$ cat config.mk
export PLATFORM = sky130hd
export DESIGN_NAME = panel_tray_ctrl
export DESIGN_NICKNAME = d
export VERILOG_FILES = /design/src/rtl/panel_tray_ctrl.sv
export SDC_FILE = /design/constraint.sdc
export NUM_CORES = 1
export LEC_CHECK = 0
export ABC_AREA = 1
export BUFFER_PORTS_ARGS = -buffer_cell sky130_fd_sc_hd__buf_2
export CAP_MARGIN = 20
export CORE_ASPECT_RATIO = 1.25
export CORE_UTILIZATION = 50
export CTS_CLUSTER_DIAMETER = 120
export CTS_CLUSTER_SIZE = 20
export DETAILED_ROUTE_END_ITERATION = 6
export GPL_ROUTABILITY_DRIVEN = 0
export GPL_TIMING_DRIVEN = 0
export PLACE_DENSITY = 0.71
export RECOVER_POWER = 100
export SLEW_MARGIN = 20
export SYNTH_ARGS = -nofsm -noshare
export SYNTH_HDL_FRONTEND = slang
export SYNTH_SLANG_ARGS = --single-unit
$ cat constraint.sdc
create_clock -name clk -period 3.8 [get_ports clk]
set_input_delay 0.19 -clock clk [delete_from_list [all_inputs] [get_ports clk]]
set_output_delay 0.19 -clock clk [all_outputs]
set_load 0.05 [all_outputs]
$ cat src/rtl/panel_tray_ctrl.sv
module panel_tray_ctrl #(
  parameter int DEB_CYCLES   = 8,
  parameter int MOVE_TIMEOUT = 1000,
  parameter int TRK_W        = 7
) (
  input  logic             clk,
  input  logic             rst_n,
  input  logic             key_play_n,
  input  logic             key_stop_n,
  input  logic             tray_in_n,
  input  logic             tray_out_n,
  input  logic             sw_eject,
  input  logic             audio_disc,
  input  logic [TRK_W-1:0] num_tracks,
  input  logic             wrap_en,
  input  logic             read_active,
  output logic             tray_open_drv,
  output logic             tray_close_drv,
  output logic             play_cmd,
  output logic             stop_cmd,
  output logic             skip_cmd,
  output logic             playing,
  output logic [TRK_W-1:0] cur_track,
  output logic             busy,
  output logic             tray_err
);
  localparam int DW = $clog2(DEB_CYCLES + 1);
  localparam int MW = $clog2(MOVE_TIMEOUT + 1);

  typedef enum logic [2:0] {ST_IDLE, ST_PLAY, ST_OPENING, ST_OPEN, ST_CLOSING} st_t;
  st_t st;

  logic [1:0] key_s1, key_s2, key_stb, key_hit;
  logic [DW-1:0] deb_cnt [2];
  logic [MW-1:0] mcnt;

  always_ff @(posedge clk or negedge rst_n)
    if (!rst_n) begin
      key_s1 <= 2'b11;
      key_s2 <= 2'b11;
    end else begin
      key_s1 <= {key_stop_n, key_play_n};
      key_s2 <= key_s1;
    end

  for (genvar g = 0; g < 2; g++) begin : g_deb
    always_ff @(posedge clk or negedge rst_n)
      if (!rst_n) begin
        key_stb[g] <= 1'b1;
        deb_cnt[g] <= '0;
        key_hit[g] <= 1'b0;
      end else begin
        key_hit[g] <= 1'b0;
        if (key_s2[g] != key_stb[g]) begin
          if (deb_cnt[g] == DW'(DEB_CYCLES - 1)) begin
            key_stb[g] <= key_s2[g];
            deb_cnt[g] <= '0;
            key_hit[g] <= ~key_s2[g];
          end else
            deb_cnt[g] <= deb_cnt[g] + 1'b1;
        end else
          deb_cnt[g] <= '0;
      end
  end

  wire play_ev  = key_hit[0];
  wire stop_ev  = key_hit[1] | sw_eject;
  wire last_trk = cur_track >= num_tracks;
  wire mtimeout = mcnt == MW'(MOVE_TIMEOUT - 1);

  always_ff @(posedge clk or negedge rst_n)
    if (!rst_n) begin
      st        <= ST_IDLE;
      cur_track <= '0;
      mcnt      <= '0;
      tray_err  <= 1'b0;
      play_cmd  <= 1'b0;
      stop_cmd  <= 1'b0;
      skip_cmd  <= 1'b0;
    end else begin
      play_cmd <= 1'b0;
      stop_cmd <= 1'b0;
      skip_cmd <= 1'b0;
      case (st)
        ST_IDLE:
          if (stop_ev) begin
            st       <= ST_OPENING;
            mcnt     <= '0;
            tray_err <= 1'b0;
          end else if (play_ev && audio_disc && num_tracks != '0) begin
            st        <= ST_PLAY;
            cur_track <= TRK_W'(1);
            play_cmd  <= 1'b1;
          end
        ST_PLAY:
          if (stop_ev) begin
            st       <= ST_IDLE;
            stop_cmd <= 1'b1;
          end else if (play_ev) begin
            if (!last_trk) begin
              cur_track <= cur_track + 1'b1;
              skip_cmd  <= 1'b1;
            end else if (wrap_en) begin
              cur_track <= TRK_W'(1);
              skip_cmd  <= 1'b1;
            end else begin
              st       <= ST_IDLE;
              stop_cmd <= 1'b1;
            end
          end
        ST_OPENING:
          if (!tray_out_n) st <= ST_OPEN;
          else if (mtimeout) begin
            st       <= ST_OPEN;
            tray_err <= 1'b1;
          end else mcnt <= mcnt + 1'b1;
        ST_OPEN:
          if (stop_ev) begin
            st       <= ST_CLOSING;
            mcnt     <= '0;
            tray_err <= 1'b0;
          end
        ST_CLOSING:
          if (!tray_in_n) st <= ST_IDLE;
          else if (mtimeout) begin
            st       <= ST_IDLE;
            tray_err <= 1'b1;
          end else mcnt <= mcnt + 1'b1;
        default: st <= ST_IDLE;
      endcase
    end

  assign tray_open_drv  = (st == ST_OPENING) && tray_out_n;
  assign tray_close_drv = (st == ST_CLOSING) && tray_in_n;
  assign playing        = st == ST_PLAY;
  assign busy           = st == ST_OPENING || st == ST_CLOSING || read_active;
endmodule

Word level (Yosys, flattened, before mapping)
Cells that the tools add are included.

word-level totals
  bits in registers = 40
  output and inout port bits = 15

cells by class
  reductions and logical operators = 16
  order comparisons = 1
  bitwise logic cells = 3
  add/sub/neg operators = 4
  multiplexer cells = 50
  equal/unequal tests = 24

operator list
  kind                                                 number
  2-to-1 mux 7 bit                                     6
  2-to-1 mux 10 bit                                    4
  2-to-1 mux 3 bit                                     11
  one-hot mux 10 bit (3 select lines)                  1
  2-to-1 mux 1 bit                                     21
  2-to-1 mux 4 bit                                     4
  one-hot mux 3 bit (5 select lines)                   1
  one-hot mux 7 bit (2 select lines)                   1
  != test 2 bit, second input constant                 6
  != test 3 bit, second input constant                 4
  adder 10 x 1 -> 10 bit, second input constant        1
  equality test 10 bit, second input constant          1
  adder 4 x 1 -> 4 bit, second input constant          2
  equality test 4 x 3 -> 1 bit, second input constant  2
  adder 7 x 1 -> 7 bit, second input constant          1
  greater-or-equal comparator 7 bit                    1
  AND reduction 7 bit                                  1
  nonzero test 7 bit                                   1
  equality test 3 x 2 -> 1 bit, second input constant  2
  != test 3 x 1 -> 1 bit, second input constant        2
  AND reduction 6 bit                                  1
  logical AND 1 bit                                    4
  != test 2 x 1 -> 1 bit, second input constant        2
  AND reduction 2 bit                                  2
  13 further kinds                                     16

Depth between registers and ports, before layout
Gate-level depths: netlist (run 1).

  depth in word-level cells = 5
  gate-level depth with buffers = 13
  mapped depth without buffers = 13

Worst setup path after synthesis (run 1)
No wires, ideal clock.

  kind = flip-flop to flip-flop
  from = register cur_track[0]
  to = register cur_track[2]
  data required time = 3.680 ns
  arrival = 1.947 ns
  stages on the path, launching flop included = 13
  clock period less this slack = 2.067 ns
  setup slack = 1.733 ns
  cell sequence = dfrtp_1 -> inv_1 -> ha_1 -> inv_1 -> nand2_1 -> nand2_1 -> nand2_1 -> nand2_1 -> nand2_1 -> a21boi_2 -> nand2_2 -> nand2_1 -> nand2_1

between the ends
  cells in the longest elaborated chain, start to end = 5

RTL lines
  element                                                                           line     RTL
  start, declared                                                                   23       output logic [TRK_W-1:0] cur_track,
  start signal, assigned                                                            101      cur_track <= cur_track + 1'b1;
  adder 7 x 1 -> 7 bit / greater-or-equal comparator 7 bit (equally long branches)  101, 68
  2-to-1 mux 7 bit                                                                  100      if (!last_trk) begin
  2-to-1 mux 7 bit                                                                  99       end else if (play_ev) begin
  2-to-1 mux 7 bit                                                                  96       if (stop_ev) begin
  one-hot mux 7 bit (2 select lines)                                                84       case (st)

Parallel ways exist; a longest one is shown, timed or not. The select of a mux whose other input is x is not followed.
A chain may end at the register's enable or synchronous reset.

Worst setup path in the final report (run 1)
Ends and elaborated chain as after synthesis.

==> impl_metrics.json, run 1 <==
{
  "instances_no_fill": 414,
  "clk_path_buf_depth": 2,
  "setup_viol_count_final": 0,
  "start_util_pct": 53.4,
  "antenna_cells": 0,
  "cts.repair.resized": 0,
  "power.total_mw": 1.54,
  "drcViolationCount": 0,
  "path_cells": "inv_1 -> ha_1 -> inv_1 -> nand2_1 -> nand2_1 -> nand2_1 -> nand2_1 -> nand2_1 -> a21boi_0 -> nand2_1 -> nand2_1 -> nand2_1",
  "final_max_slew_viol_count": 41,
  "crit_arrival_ns": 2.78,
  "grt_first_pass_wirelength_um": 8070,
  "cts_tree": "yes",
  "path_depth": 12,
  "htree_levels": 2,
  "tightest_slew_ns": 2.10,
  "hold_viol": 0,
  "clk_latency_ns": 0.29,
  "setup.worst_path.class": "reg2reg",
  "grt_pass1_vias": 1918,
  "maxCapViolations": 1,
  "cts_buffers": 5,
  "p_leak_nw": 1.38,
  "nFillCells": 445,
  "drtAntennaViolNets": 0,
  "die_h_um": 79.7,
  "cpMaxStageDelayCell": "a21boi_0",
  "crit_start": "cur_track[0]",
  "root_buffer": "clkbuf_8",
  "status": "finished with violations",
  "rsz0062_at_grt": "no",
  "coreArea_mm2": 0.00453,
  "ir_worst_vdd_v": 0.000283,
  "synth_seq_cells": 40,
  "reg2reg_depth": 12,
  "drive_above_1_share_pct": 12.1,
  "drt_wl_total_um": 4580,
  "layout_commonest_cell": "nand2_1",
  "crit_top_cell": "nand2_1",
  "drt_iter0_markers": 90,
  "critPathBufInv": 2,
  "regToRegStartpoint": "cur_track[0]",
  "dieArea_mm2": 0.00512,
  "place_hpwl_um": 3450,
  "area_growth_syn_to_layout_pct": 11.2,
  "cp_top_family": "simple AND/OR/NAND/NOR gates",
  "netlist_area_mm2": 0.00242,
  "ios": 32,
  "path_clk_slew_ns": 0.08,
  "via_per_inst": 5.02,
  "fp.dieW_um": 64.2,
  "antenna_found_initial": 0,
  "powerDensity_mw_per_mm2": 572,
  "reg2reg_to": "cur_track[2]",
  "endpoint_kind": "register",
  "post-route-period-util_pct": 68.6,
  "final_cell_mix": "93 x nand2_1, 40 x inv_1, 34 x dfrtp_1, 33 x nor2_1, 30 x nand3_1",
  "rows": 27,
  "synth.avg_cell_area_um2": 7.67,
  "cp-endpoint": "cur_track[2]",
  "syn_inst": 315,
  "vias": 2079,
  "io_buffers": 31,
  "min_period_ns": 2.60,
  "cp_max_fo": 8,
  "skew_ns": 0.00871,
  "syn-num-nets": 343,
  "synth_warnings": 0,
  "place_inst": 404,
  "grt_overflow": 0,
  "final_nets": 383,
  "gr-usage-all-layers_pct": 20.2,
  "fmax_mhz": 384,
  "seq_area_frac_synth_pct": 41.7,
  "relSlewSlack_pct": -40.2,
  "hold_class": "in2reg",
  "violations": "max-capacitance violations, max-slew violations",
  "start_kind": "register",
  "rrSetupSlack_ns": 1.20,
  "hold_start": "tray_in_n",
  "grt_max_degree": 41,
  "ys_types": 33,
  "slowest_delay_ns": 0.71,
  "dr.pass1.iters": 5,
  "cts_sinks": 40,
  "critPathRequiredTime_ns": 3.98,
  "setup_tns_ns": 0,
  "wl_per_cell_um": 11.1
}
cells in the mapped netlist:
cell type  count  area, um^2
nand2_1       91         342
inv_1         39         146
dfrtp_1       34         851
nand3_1       30         150
nor2_1        29         109
ha_1          11         138
a21oi_1        9        45.0
xor2_1         9        78.8
dfstp_2        6         158
nor2_2         6        37.5
nor3_1         6        30.0
nand4_1        5        31.3
o21ai_0        5        25.0
o21ai_2        5        43.8
or2_2          4        25.0
xnor2_1        4        35.0
nand2_4        3        33.8
nand2_2        2        12.5
nor3b_1        2        15.0
o21bai_1       2        15.0
a21boi_2       1        11.3
a21o_1         1        7.51
buf_2          1        5.00
buf_6          1        11.3
clkbuf_2       1        5.00
clkinv_1       1        3.75
inv_2          1        3.75
inv_4          1        6.26
nand3_2        1        10.0
nand3b_1       1        7.51
nor3_2         1        10.0
o311ai_0       1        8.76
or2_1          1        6.26
repair_timing:
action | in CTS | in global routing
buffers inserted | 0 | 0
hold buffers | 2 | 0
endpoints found under the hold margin | 2 | 0
flip-flops by register name, indices dropped and copies added, names as in the netlist:
register	flops
cur_track	7
deb_cnt	8
key_hit	1
key_s1	2
key_s2	2
key_stb	2
mcnt	10
play_cmd	1
play_ev	1
skip_cmd	1
st	3
stop_cmd	1
tray_err	1
per-layer routing:
layer	wire (um)	share of wire (%)	vias to the layer above	GRT usage, %
li1	-	-	1077	-
met1	2080	45	953	24.3
met2	2290	50	43	35.9
met3	144	3.1	6	3.00
met4	55	1.2	0	8.00
met5	0	0	-	0
worst min path at each step:
stage,cells after the start,endpoint,slack (ns)
finish,3,st[2],0.19
CTS,1,mcnt[4],0.04
global route,3,st[2],0.23
floorplan,0,cur_track[0],-0.11
detailed placement,1,key_s1[0],0.30
global placement,1,key_s1[1],0.29
tightest hold or removal path: cells and delay by family:
| family | cells | cell delay (ns) |
|---|---|---|
| buffers and inverters | 1 | 0.11 |
| AO/OA/AOI/OAI | 1 | 0.09 |
| AND/OR/NAND/NOR | 1 | 0.05 |
power breakdown:
group | total (mW) | switching [mW] | internal [mW]
sequential | 0.579 | 0.0734 | 0.505
clock | 0.273 | 0.145 | 0.128
combinational | 0.687 | 0.497 | 0.190
total | 1.54 | 0.715 | 0.824
area by class of cell:
type                    instances  area [um^2]  area share (%)
plain buffers                   3         13.8           0.512
clock buffers                   6         72.6            2.70
clock inverters                 2         12.5           0.465
inverters                      42          160            5.96
multi-input cells             230         1190            44.3
flip-flops and latches         40         1010            37.5
well taps                      58         72.6            2.70
repair buffers                 33          156            5.82
metrics by stage:
step / hold slack (ns) / setup slack (ns) / instance area [um^2] / utilization [%]
2_1_floorplan: -0.106 / 1.73 / 2420 / -
3_3_place_gp: 0.295 / 1.80 / 2650 / 58.4
3_5_place_dp: 0.296 / 1.77 / 2650 / 58.4
4_1_cts: 0.0419 / 1.75 / 2750 / 60.8
5_1_grt: 0.226 / 0.801 / 2690 / 59.4
6_report: 0.193 / 1.20 / 2690 / 59.4
cells by family after synthesis:
logic type	count (synthesis)	synth area share (%)
xor gates and xnor gates	13	4.71
buffers and inverters	45	7.50
DFF	40	41.7
AOI/OAI and AO/OA	24	6.47
adders and majority gates	11	5.69
and+or+nand+nor	182	33.9
Power figures use the tool's default switching activity.
==> run 2: changes to the inputs <==
--- a/config.mk
+++ b/config.mk
@@ -15,7 +15,7 @@
 export DETAILED_ROUTE_END_ITERATION = 6
 export GPL_ROUTABILITY_DRIVEN = 0
 export GPL_TIMING_DRIVEN = 0
-export PLACE_DENSITY = 0.71
+export PLACE_DENSITY = 0.73
 export RECOVER_POWER = 100
 export SLEW_MARGIN = 20
 export SYNTH_ARGS = -nofsm -noshare
==> constraint.sdc (replaced) <==
create_clock -name clk -period 2.2 [get_ports clk]
set_input_delay 0.11 -clock clk [delete_from_list [all_inputs] [get_ports clk]]
set_output_delay 0.11 -clock clk [all_outputs]
set_load 0.05 [all_outputs]
==> impl_metrics.json, run 2 (same netlist as run 1, synthesis figures left out) <==
{
  "ios": 32,
  "rsz0062_at_grt": "no",
  "setup_viol_count_final": 0,
  "grtUsageMet3_pct": 3.86,
  "via_per_inst": 5.04,
  "largest-register": "mcnt",
  "grt_first_pass_wirelength_um": 7950,
  "setup_tns_ns": 0,
  "layout_commonest_cell": "nand2_1",
  "multi_input_area_mm2": 0.00121,
  "drt_iter0_markers": 61,
  "tightest_slew_ns": 0.990,
  "grt_max_degree": 41,
  "nFillCells": 435,
  "endpoint_kind": "register",
  "fmax_mhz": 513,
  "drcViolationCount": 0,
  "status": "completed",
  "p_leak_nw": 1.40,
  "gr-usage-all-layers_pct": 20.2,
  "drtAntennaViolNets": 0,
  "ir_worst_vdd_v": 0.000400,
  "drive_above_1_share_pct": 14.0,
  "antenna_cells": 0,
  "dr.pass1.iters": 4,
  "wl_per_cell_um": 11.3,
  "grt_busiest_layer": "met2",
  "vias": 2093,
  "post-route-period-util_pct": 88.6,
  "die_h_um": 79.7,
  "final_cell_mix": "92 x nand2_1, 39 x inv_1, 34 x dfrtp_1, 33 x nor2_1, 30 x nand3_1",
  "hold_viol": 0,
  "grt_overflow": 0,
  "cts_buffers": 5,
  "root_buffer": "clkbuf_8",
  "powerDensity_mw_per_mm2": 1000,
  "final_nets": 384,
  "relSlewSlack_pct": 34.0,
  "antenna_found_initial": 0,
  "power.total_mw": 2.74,
  "largest_reg_flops": 10,
  "cts_setup_buffers": 0,
  "io_buffers": 31,
  "htree_levels": 2,
  "grt_pass1_vias": 1917,
  "seqCellArea_mm2": 0.00101,
  "cts_tree": "yes",
  "hold_class": "in2reg",
  "largestRegisters": "mcnt (10), deb_cnt (8), cur_track (7)",
  "path_clk_slew_ns": 0.08,
  "setup.worst_path.class": "reg2reg",
  "cts_sinks": 40,
  "skew_ns": 0.00469,
  "dieArea_mm2": 0.00512,
  "min_period_ns": 1.95,
  "clk_latency_ns": 0.29,
  "rows": 27,
  "coreArea_mm2": 0.00453,
  "fin_util_pct": 60.4,
  "place_inst": 404,
  "clk_path_buf_depth": 2,
  "final_max_slew_viol_count": 0,
  "crit_arrival_ns": 2.13,
  "critPathRequiredTime_ns": 2.39,
  "start_util_pct": 53.4,
  "instances_no_fill": 415,
  "use_met1_pct": 22.8,
  "start_kind": "register",
  "drt_wl_total_um": 4680,
  "cp_max_fo": 8,
  "place_hpwl_um": 3430,
  "fp.dieW_um": 64.2,
  "use_met2_pct": 37.4,
  "area_growth_syn_to_layout_pct": 13.1,
  "maxCapViolations": 0
}
==> run 2: cell count changes in the layout (fill, tap and decap cells not counted), sizes merged <==
cell	before	now
buf	17	16
clkbuf	23	24
clkinv	2	1
clkinvlp	1	2
dlygate4sd3	2	3
==> run 2: routing by layer <==
layer / wire length (um) / share of wire, %
met5: 0 / 0
met4: 61 / 1.3
met3: 173 / 3.7
met2: 2300 / 49
met1: 2140 / 46
==> run 2: final timing paths <==
check                                  start      endpoint  slack, ns  cells after the start
worst max-delay path            cur_track[0]  cur_track[0]       0.25                     12
worst min-delay path               tray_in_n         st[2]       0.11                      3
worst max register to register  cur_track[0]  cur_track[0]       0.25                     12
worst min register to register     key_s1[1]     key_s2[1]       0.36                      0
max in group asynchronous              rst_n    deb_cnt[6]       1.07                      2
min in group asynchronous              rst_n       mcnt[3]       0.51                      2
==> run 2: report_power, final <==
group	internal [mW]	total, mW	switching (mW)	leakage (nW)
logic	0.351	1.22	0.871	0.830
registers	0.872	1.00	0.129	0.524
clock network	0.254	0.513	0.259	0.0434
==> run 2: timing repair <==
action	CTS	global route
hold buffers	3	0
endpoints found under the setup margin	0	7
hold endpoints to repair	36	0
gates resized for setup	0	1
==> run 2: per-stage QoR <==
stage,hold WS [ns],instance area (um^2),setup slack (ns)
finish,0.110,2730,0.250
floorplan,-0.186,2420,0.133
global route,0.127,2730,0.0197
detailed placement,0.217,2650,0.159
CTS,0.103,2770,0.150
global placement,0.215,2650,0.197
==> run 2: critical path: stages (launching register included) <==
cell and delay (ns):
dfrtp_1 0.46, inv_1 0.10, ha_1 0.28, inv_1 0.05, nand2_1 0.04, nand2_1 0.06
nand2_1 0.07, nand2_1 0.10, nand2_1 0.11, a21boi_4 0.27, nand2_2 0.16, nand2_1 0.11
nand2_1 0.05
==> run 2: final cells by class <==
cell class / instances / area share (%)
multi-input cells: 230 / 44.4
flip-flops and latches: 40 / 36.9
repair buffers: 34 / 6.09
inverters: 42 / 5.86
clock buffers: 6 / 3.02
well taps: 58 / 2.65
clock inverters: 2 / 0.549
plain buffers: 3 / 0.549
